--- config.mk ---
export PLATFORM = sky130hd
export DESIGN_NAME = bfset_unit
export DESIGN_NICKNAME = d
export VERILOG_FILES = /design/src/rtl/bfset_pkg.sv /design/src/rtl/bfset_bounds.sv /design/src/rtl/bfset_mask.sv /design/src/rtl/bfset_unit.sv
export SDC_FILE = /design/constraint.sdc
export NUM_CORES = 1
export LEC_CHECK = 0
export BUFFER_PORTS_ARGS = -buffer_cell sky130_fd_sc_hd__buf_2
export CORE_ASPECT_RATIO = 1.5
export CORE_MARGIN = 4
export CORE_UTILIZATION = 31
export CTS_BUF_LIST = sky130_fd_sc_hd__clkbuf_4 sky130_fd_sc_hd__clkbuf_8
export DETAILED_ROUTE_END_ITERATION = 10
export PLACE_DENSITY = 0.67
export SLEW_MARGIN = 25
export SYNTH_ARGS = -nofsm -noshare
export SYNTH_HDL_FRONTEND = slang
export SYNTH_HIERARCHICAL = 1
export SYNTH_SLANG_ARGS = --single-unit
--- constraint.sdc ---
create_clock -name clk -period 2.4 [get_ports clk]
set_input_delay 0.12 -clock clk [delete_from_list [all_inputs] [get_ports clk]]
set_output_delay 0.12 -clock clk [all_outputs]
set_load 0.005 [all_outputs]
--- src/rtl/bfset_pkg.sv ---
package bfset_pkg;

    // Fate of the issue captured at the last clock edge.
    typedef enum logic [1:0] {
        ST_IDLE   = 2'd0,
        ST_WRITE  = 2'd1,
        ST_SQUASH = 2'd2,
        ST_FAULT  = 2'd3
    } outcome_t;

endpackage

--- src/rtl/bfset_bounds.sv ---
// Selects the field bounds from immediates or from a packed register operand
// and flags a register operand with stray bits above the packed pair.
module bfset_bounds #(
    parameter int DATA_W = 32,
    parameter int POS_W  = 5
) (
    input  logic              use_reg,
    input  logic [POS_W-1:0]  imm_lo,
    input  logic [POS_W-1:0]  imm_hi,
    input  logic [DATA_W-1:0] src_bounds,
    output logic [POS_W-1:0]  lo_pos,
    output logic [POS_W-1:0]  hi_pos,
    output logic              upper_nz
);
    localparam int PACK_W = 2 * POS_W;

    // High bound sits in the lowest slice, low bound directly above it.
    always_comb begin
        if (use_reg) begin
            hi_pos = src_bounds[POS_W-1:0];
            lo_pos = src_bounds[PACK_W-1:POS_W];
        end else begin
            hi_pos = imm_hi;
            lo_pos = imm_lo;
        end
    end

    generate
        if (DATA_W > PACK_W) begin : g_upper
            assign upper_nz = use_reg && (|src_bounds[DATA_W-1:PACK_W]);
        end else begin : g_no_upper
            assign upper_nz = 1'b0;
        end
    endgenerate

endmodule

--- src/rtl/bfset_mask.sv ---
// Builds a ones-mask covering positions lo_pos..hi_pos inclusive; empty when
// lo_pos exceeds hi_pos.
module bfset_mask #(
    parameter int DATA_W = 32,
    parameter int POS_W  = 5
) (
    input  logic [POS_W-1:0]  lo_pos,
    input  logic [POS_W-1:0]  hi_pos,
    output logic [DATA_W-1:0] mask
);
    logic [DATA_W-1:0] at_or_above;
    logic [DATA_W-1:0] at_or_below;

    generate
        for (genvar i = 0; i < DATA_W; i++) begin : g_bit
            localparam logic [POS_W-1:0] IDX = POS_W'(i);
            assign at_or_above[i] = (IDX >= lo_pos);
            assign at_or_below[i] = (IDX <= hi_pos);
        end
    endgenerate

    assign mask = at_or_above & at_or_below;

endmodule

--- src/rtl/bfset_unit.sv ---
module bfset_unit #(
    parameter int DATA_W = 32
) (
    input  logic                       clk,
    input  logic                       rst,
    input  logic                       in_valid,
    input  logic                       use_reg,
    input  logic [$clog2(DATA_W)-1:0]  imm_lo,
    input  logic [$clog2(DATA_W)-1:0]  imm_hi,
    input  logic [DATA_W-1:0]          src_bounds,
    input  logic [DATA_W-1:0]          src_data,
    input  logic                       pred,
    output logic                       out_valid,
    output logic [DATA_W-1:0]          result,
    output logic                       wr_en,
    output logic                       bad_bounds
);
    import bfset_pkg::*;

    localparam int POS_W = $clog2(DATA_W);

    logic [POS_W-1:0]  lo_pos;
    logic [POS_W-1:0]  hi_pos;
    logic              upper_nz;
    logic [DATA_W-1:0] field_mask;
    logic [DATA_W-1:0] set_val;
    logic [DATA_W-1:0] res_q;
    outcome_t          state;
    outcome_t          state_nx;

    bfset_bounds #(.DATA_W(DATA_W), .POS_W(POS_W)) u_bounds (
        .use_reg    (use_reg),
        .imm_lo     (imm_lo),
        .imm_hi     (imm_hi),
        .src_bounds (src_bounds),
        .lo_pos     (lo_pos),
        .hi_pos     (hi_pos),
        .upper_nz   (upper_nz)
    );

    bfset_mask #(.DATA_W(DATA_W), .POS_W(POS_W)) u_mask (
        .lo_pos (lo_pos),
        .hi_pos (hi_pos),
        .mask   (field_mask)
    );

    assign set_val = src_data | field_mask;

    // Next outcome depends only on the current issue.
    always_comb begin
        state_nx = ST_IDLE;
        if (in_valid) begin
            if (!pred)
                state_nx = ST_SQUASH;
            else if (upper_nz)
                state_nx = ST_FAULT;
            else
                state_nx = ST_WRITE;
        end
    end

    // State register.
    always_ff @(posedge clk) begin
        if (rst)
            state <= ST_IDLE;
        else
            state <= state_nx;
    end

    // Result datapath register; a squashed issue forwards the operand.
    always_ff @(posedge clk) begin
        if (rst)
            res_q <= '0;
        else if (in_valid)
            res_q <= pred ? set_val : src_data;
    end

    // Output decode from the outcome register.
    always_comb begin
        out_valid  = 1'b0;
        wr_en      = 1'b0;
        bad_bounds = 1'b0;
        unique case (state)
            ST_IDLE:   ;
            ST_WRITE:  begin out_valid = 1'b1; wr_en = 1'b1; end
            ST_SQUASH: out_valid = 1'b1;
            ST_FAULT:  begin out_valid = 1'b1; bad_bounds = 1'b1; end
        endcase
    end

    assign result = res_q;

endmodule

**Word level (Yosys, flattened, before mapping)**

Cells that the tools add are included.

- Bits in registers: 34
- Bits of input ports: 79
- Logic and storage cells: 87
- Output and inout bits: 35

- Reductions and logical operators: 5
- Mux-type cells: 8
- Equality and inequality tests: 3
- Bitwise logic cells: 4
- $lt $le $gt $ge: 64

Operators by type and width:

| kind | count |
|---|---|
| greater-or-equal comparator 5 bit (first input constant) | 16 |
| less-or-equal comparator 5 bit (first input constant) | 16 |
| greater-or-equal comparator 4 x 5 -> 1 bit (first input constant) | 8 |
| less-or-equal comparator 4 x 5 -> 1 bit (first input constant) | 8 |
| AND 32 bit | 1 |
| two-way mux 32 bit | 1 |
| bitwise OR 32 bit | 1 |
| OR reduction 22 bit | 1 |
| greater-or-equal comparator 3 x 5 -> 1 bit (first input constant) | 4 |
| less-or-equal comparator 3 x 5 -> 1 bit (first input constant) | 4 |
| greater-or-equal comparator 1 x 5 -> 1 bit (first input constant) | 2 |
| greater-or-equal comparator 2 x 5 -> 1 bit (first input constant) | 2 |
| less-or-equal comparator 1 x 5 -> 1 bit (first input constant) | 2 |
| less-or-equal comparator 2 x 5 -> 1 bit (first input constant) | 2 |
| two-way mux 5 bit | 2 |
| OR reduction 3 bit | 2 |
| == test 2 bit (second input constant) | 2 |
| two-way mux 2 bit | 2 |
| two-way mux 1 bit | 3 |
| == test 2 x 1 -> 1 bit (second input constant) | 1 |
| inverter 1 bit | 2 |
| OR reduction 2 bit | 1 |
| logical AND 1 bit | 1 |

**Depth between registers and ports, before layout**

- Word-level depth: 5
- Depth in mapped cells: 8

**Modules after synthesis**

Netlist, hierarchy kept.

Modules (own cells, without submodules):

| module | instances | seq. area each (µm²) | area an instance (µm²) | cells an instance |
|---|---|---|---|---|
| bfset_unit | 1 | 680.7 | 1,542.7 | 151 |
| bfset_mask | 1 | 0.0 | 506.7 | 84 |
| bfset_bounds | 1 | 0.0 | 167.7 | 18 |

**Worst setup path before layout**

No wires, ideal clock.

- Path kind: input -> register
- Start point: input use_reg
- End point: register res_q[1] (netlist: result[1])
- Setup slack: 0.644 ns
- Data required time: 2.321 ns
- Data arrival time: 1.676 ns
- Stages: 7
- Path through: buf_2 > mux2_2 > or2_1 > buf_6 > a2111oi_2 > a21oi_2 > a211oi_2

- Longest elaborated chain between the ends: 5
- Elaborated cells on any way between the ends: 7

Ends and longest elaborated chain:

| item | line | text |
|---|---|---|
| from (decl) | bfset_unit.sv:7 | `input logic use_reg,` |
| two-way mux 5 bit | bfset_bounds.sv:19 | `if (use_reg) begin` |
| named net lo_pos[3] | bfset_unit.sv:22 | `logic [POS_W-1:0] lo_pos;` |
| greater-or-equal comparator 1 x 5 -> 1 bit | bfset_mask.sv:17 | `assign at_or_above[i] = (IDX >= lo_pos);` |
| AND 32 bit | bfset_mask.sv:22 | `assign mask = at_or_above & at_or_below;` |
| named net field_mask[1] | bfset_unit.sv:25 | `logic [DATA_W-1:0] field_mask;` |
| bitwise OR 32 bit | bfset_unit.sv:47 | `assign set_val = src_data \| field_mask;` |
| two-way mux 32 bit | bfset_unit.sv:75 | `res_q <= pred ? set_val : src_data;` |
| to (signal assigned) | bfset_unit.sv:75 |  |
| to (decl) | bfset_unit.sv:27 | `logic [DATA_W-1:0] res_q;` |

The timed path passes the listed nets, and every way through them passes these cells.
A chain may end at the register's enable or synchronous reset.

**Final worst setup path**

Ends and elaborated chain as after synthesis.

==> results.json <==
{
  "dp.cells": 420,
  "core_um2": 6898,
  "path_buf_inv": 1,
  "leakagePower_uw": 0.001224,
  "syn_nets": 332,
  "grt_max_degree": 67,
  "dp_hpwl_um": 5352,
  "wl_per_cell_um": 16.24,
  "antennaDiodeCount": 0,
  "clock.fmax_mhz": 589.3,
  "synth_compound_area_share_pct": 37.87,
  "vias": 2255,
  "area_growth_pct": 28.05,
  "placed_area_um2": 2729,
  "insertion_delay_ns": 0.28,
  "gp_congestion": 0.9010,
  "drc": 0,
  "seqPwrFrac_pct": 40.6,
  "worst_setup_path_start_kind": "input port",
  "ys_seq_elements": 34,
  "slew_headroom_pct": 49.12,
  "cts.clk_slew.worst_paths_ns": 0.07,
  "min_path_type": "input port to flop",
  "fin_crit_ns": 1.697,
  "grt_pass1_wl_um": 11070,
  "p_per_area_nw_per_um2": 544.3,
  "fp.dieH_um": 111.6,
  "grt_antenna_before_repair": 0,
  "fin_setup_tns_ns": 0,
  "portBuffers": 113,
  "crit_family": "compound AO/OA/AOI/OAI gates",
  "setup_viol": 0,
  "via_per_inst": 5.269,
  "layout-drive-gt1-share_pct": 51.43,
  "synthMuxAreaShare_pct": 5.079,
  "slowest_stage": "mux2_2",
  "synth_fa_ha_area_share_pct": 0,
  "wl_um": 6950,
  "drtAntennaViolNets": 0,
  "cts_resized": 0,
  "yosys_warnings": 6,
  "cp_max_fo": 13,
  "post_cts_buffers": 0,
  "ios": 114,
  "start_util_pct": 32.14,
  "cap_violations": 0,
  "cts_max_level": 2,
  "power_frac_comb_pct": 26.9,
  "synth_edf_count": 0,
  "irDropWorstVdd_v": 0.0003182,
  "num_rows": 37,
  "grt-ovfl-total": 0,
  "cts_inserted_buffers": 5,
  "grt_usage_pct": 15.84,
  "end_kind": "flop",
  "avgSynthCellArea_um2": 8.763,
  "netlist_instances": 253,
  "cts_tree": "built",
  "synth_async_sr_flop_share_pct": 0,
  "yosysTopAreaCell": "dfxtp_1",
  "yosysMostFrequentCell": "nor2_1",
  "drv_slew": 0,
  "timing_hold_violations_final": 0,
  "synth_commonest_cells": "nor2_1 (42), dfxtp_1 (34), a21oi_1 (32)",
  "first_pass_iters": 4,
  "synth.distinct_cells": 39,
  "power.switching_uw": 468.6,
  "design_area_um2": 2839,
  "synth-main-ff-cell": "dfxtp_1",
  "switching_share_pct": 30.32,
  "skew_ns": 0,
  "synth_top_area_share_pct": 30.70,
  "power.clock.fraction_pct": 32.5,
  "hold_buffers": 0,
  "syn_area_um2": 2217,
  "root_buffer": "clkbuf_8",
  "tightestPinTransition_ns": 0.7633,
  "path_cells": "buf_2 -> mux2_2 -> or2_1 -> a2111oi_2 -> a21oi_2 -> a211oi_2",
  "die_w_um": 77.05,
  "max_stage_delay_ns": 0.47,
  "synthXorXnorAreaFrac_pct": 0,
  "ctsLongestPathBuffers": 2,
  "path_class": "input port to flop",
  "finalNetCount": 428,
  "instances_no_fill": 428,
  "rsz0062_at_grt": "no",
  "grt_pass1_vias": 2283,
  "drt_iter0_markers": 144,
  "period_share_pct": 70.70,
  "cp.arrival_ns": 1.91,
  "cts.sinks": 34,
  "seq_area_frac_synth_pct": 30.70,
  "critPathRequiredTime_ns": 2.61,
  "ys_top_cells_by_area": "dfxtp_1 (31%), a211oi_2 (17%), a21oi_1 (7.2%)",
  "synth_top_family_by_area": "compound AO/OA/AOI/OAI gates",
  "yosys.area_share.simple_pct": 17.78,
  "fin_hold_ws_ns": 0.1575,
  "dieArea_um2": 8597,
  "internal-power_uw": 1077,
  "status": "completed"
}
-- registers in the layout (all words and copies together), names as in the netlist --
signal	flops
result	32
state	2
-- logic make-up after synthesis --
family,after synthesis
buffers and inverters,29
flip-flops,34
multiplexers,10
AO/OA/AOI/OAI,99
AND/OR/NAND/NOR,81
-- layout make-up --
| class | instances | area [µm²] |
|---|---|---|
| fillers | 709 | 4059 |
| multi-input cells | 190 | 1346 |
| flip-flops and latches | 34 | 680.7 |
| repair buffers | 115 | 593.1 |
| clock buffers | 8 | 110.1 |
| well taps | 78 | 97.59 |
| inverters | 3 | 11.26 |
-- worst paths after layout --
kind                            from  slack, ns                      end  cells after the start
max                          use_reg       0.70   result[1]$_SDFFE_PP0P_                      6
min                      src_data[6]       0.16   result[6]$_SDFFE_PP0P_                      3
max reg2reg  result[29]$_SDFFE_PP0P_       1.72  result[29]$_SDFFE_PP0P_                      2
min reg2reg  result[30]$_SDFFE_PP0P_       0.50  result[30]$_SDFFE_PP0P_                      2
-- placed cells by master, fill, tap and decap left out, drive strengths merged, types with 2 or more instances in the layout --
cell type	netlist	layout
nor2b	3	3
and2	3	3
nand4	3	3
dfxtp	34	34
or3	2	2
a311oi	2	2
a21oi	42	42
clkbuf	3	8
nor2	43	43
mux2	10	10
buf	23	115
o21ai	5	5
and3	3	3
nand2	6	6
a211oi	40	40
a221oi	4	4
nor3	5	5
nor4	4	4
inv	3	3
or2	5	5
-- stage by stage --
step | total power (µW) | setup slack, ns | util [%]
after detailed placement | 1059 | 0.4177 | 39.56
after CTS | 1566 | 0.7052 | 41.16
after global placement | 1055 | 0.4453 | 39.56
after global routing | 1637 | 0.6041 | 41.16
final | 1545 | 0.7032 | 41.16
after floorplan | 915.4 | 0.6443 | -
-- power by group through the flow --
| stage | registers [µW] | clock network [µW] | logic, µW |
|---|---|---|---|
| detailed placement | 640 | 0 | 420 |
| CTS | 628 | 518 | 421 |
| floorplan | 642 | 0 | 273 |
| global route | 633 | 543 | 461 |
| global placement | 639 | 0 | 416 |
| finish | 627 | 502 | 416 |
-- metal layers --
metal / vias up / GRT usage (%) / wire length [µm]
li1: 1127 / - / -
met5: - / 0 / 0
met1: 1017 / 18.66 / 2832
met4: 0 / 6.295 / 168
met2: 98 / 27.76 / 3506
met3: 13 / 3.317 / 442
-- tightest hold or removal path: stages --
cell and delay (ns):
buf_2 0.10, a21oi_2 0.10, a211oi_2 0.07
No activity file was read; power rests on OpenSTA's default activity.
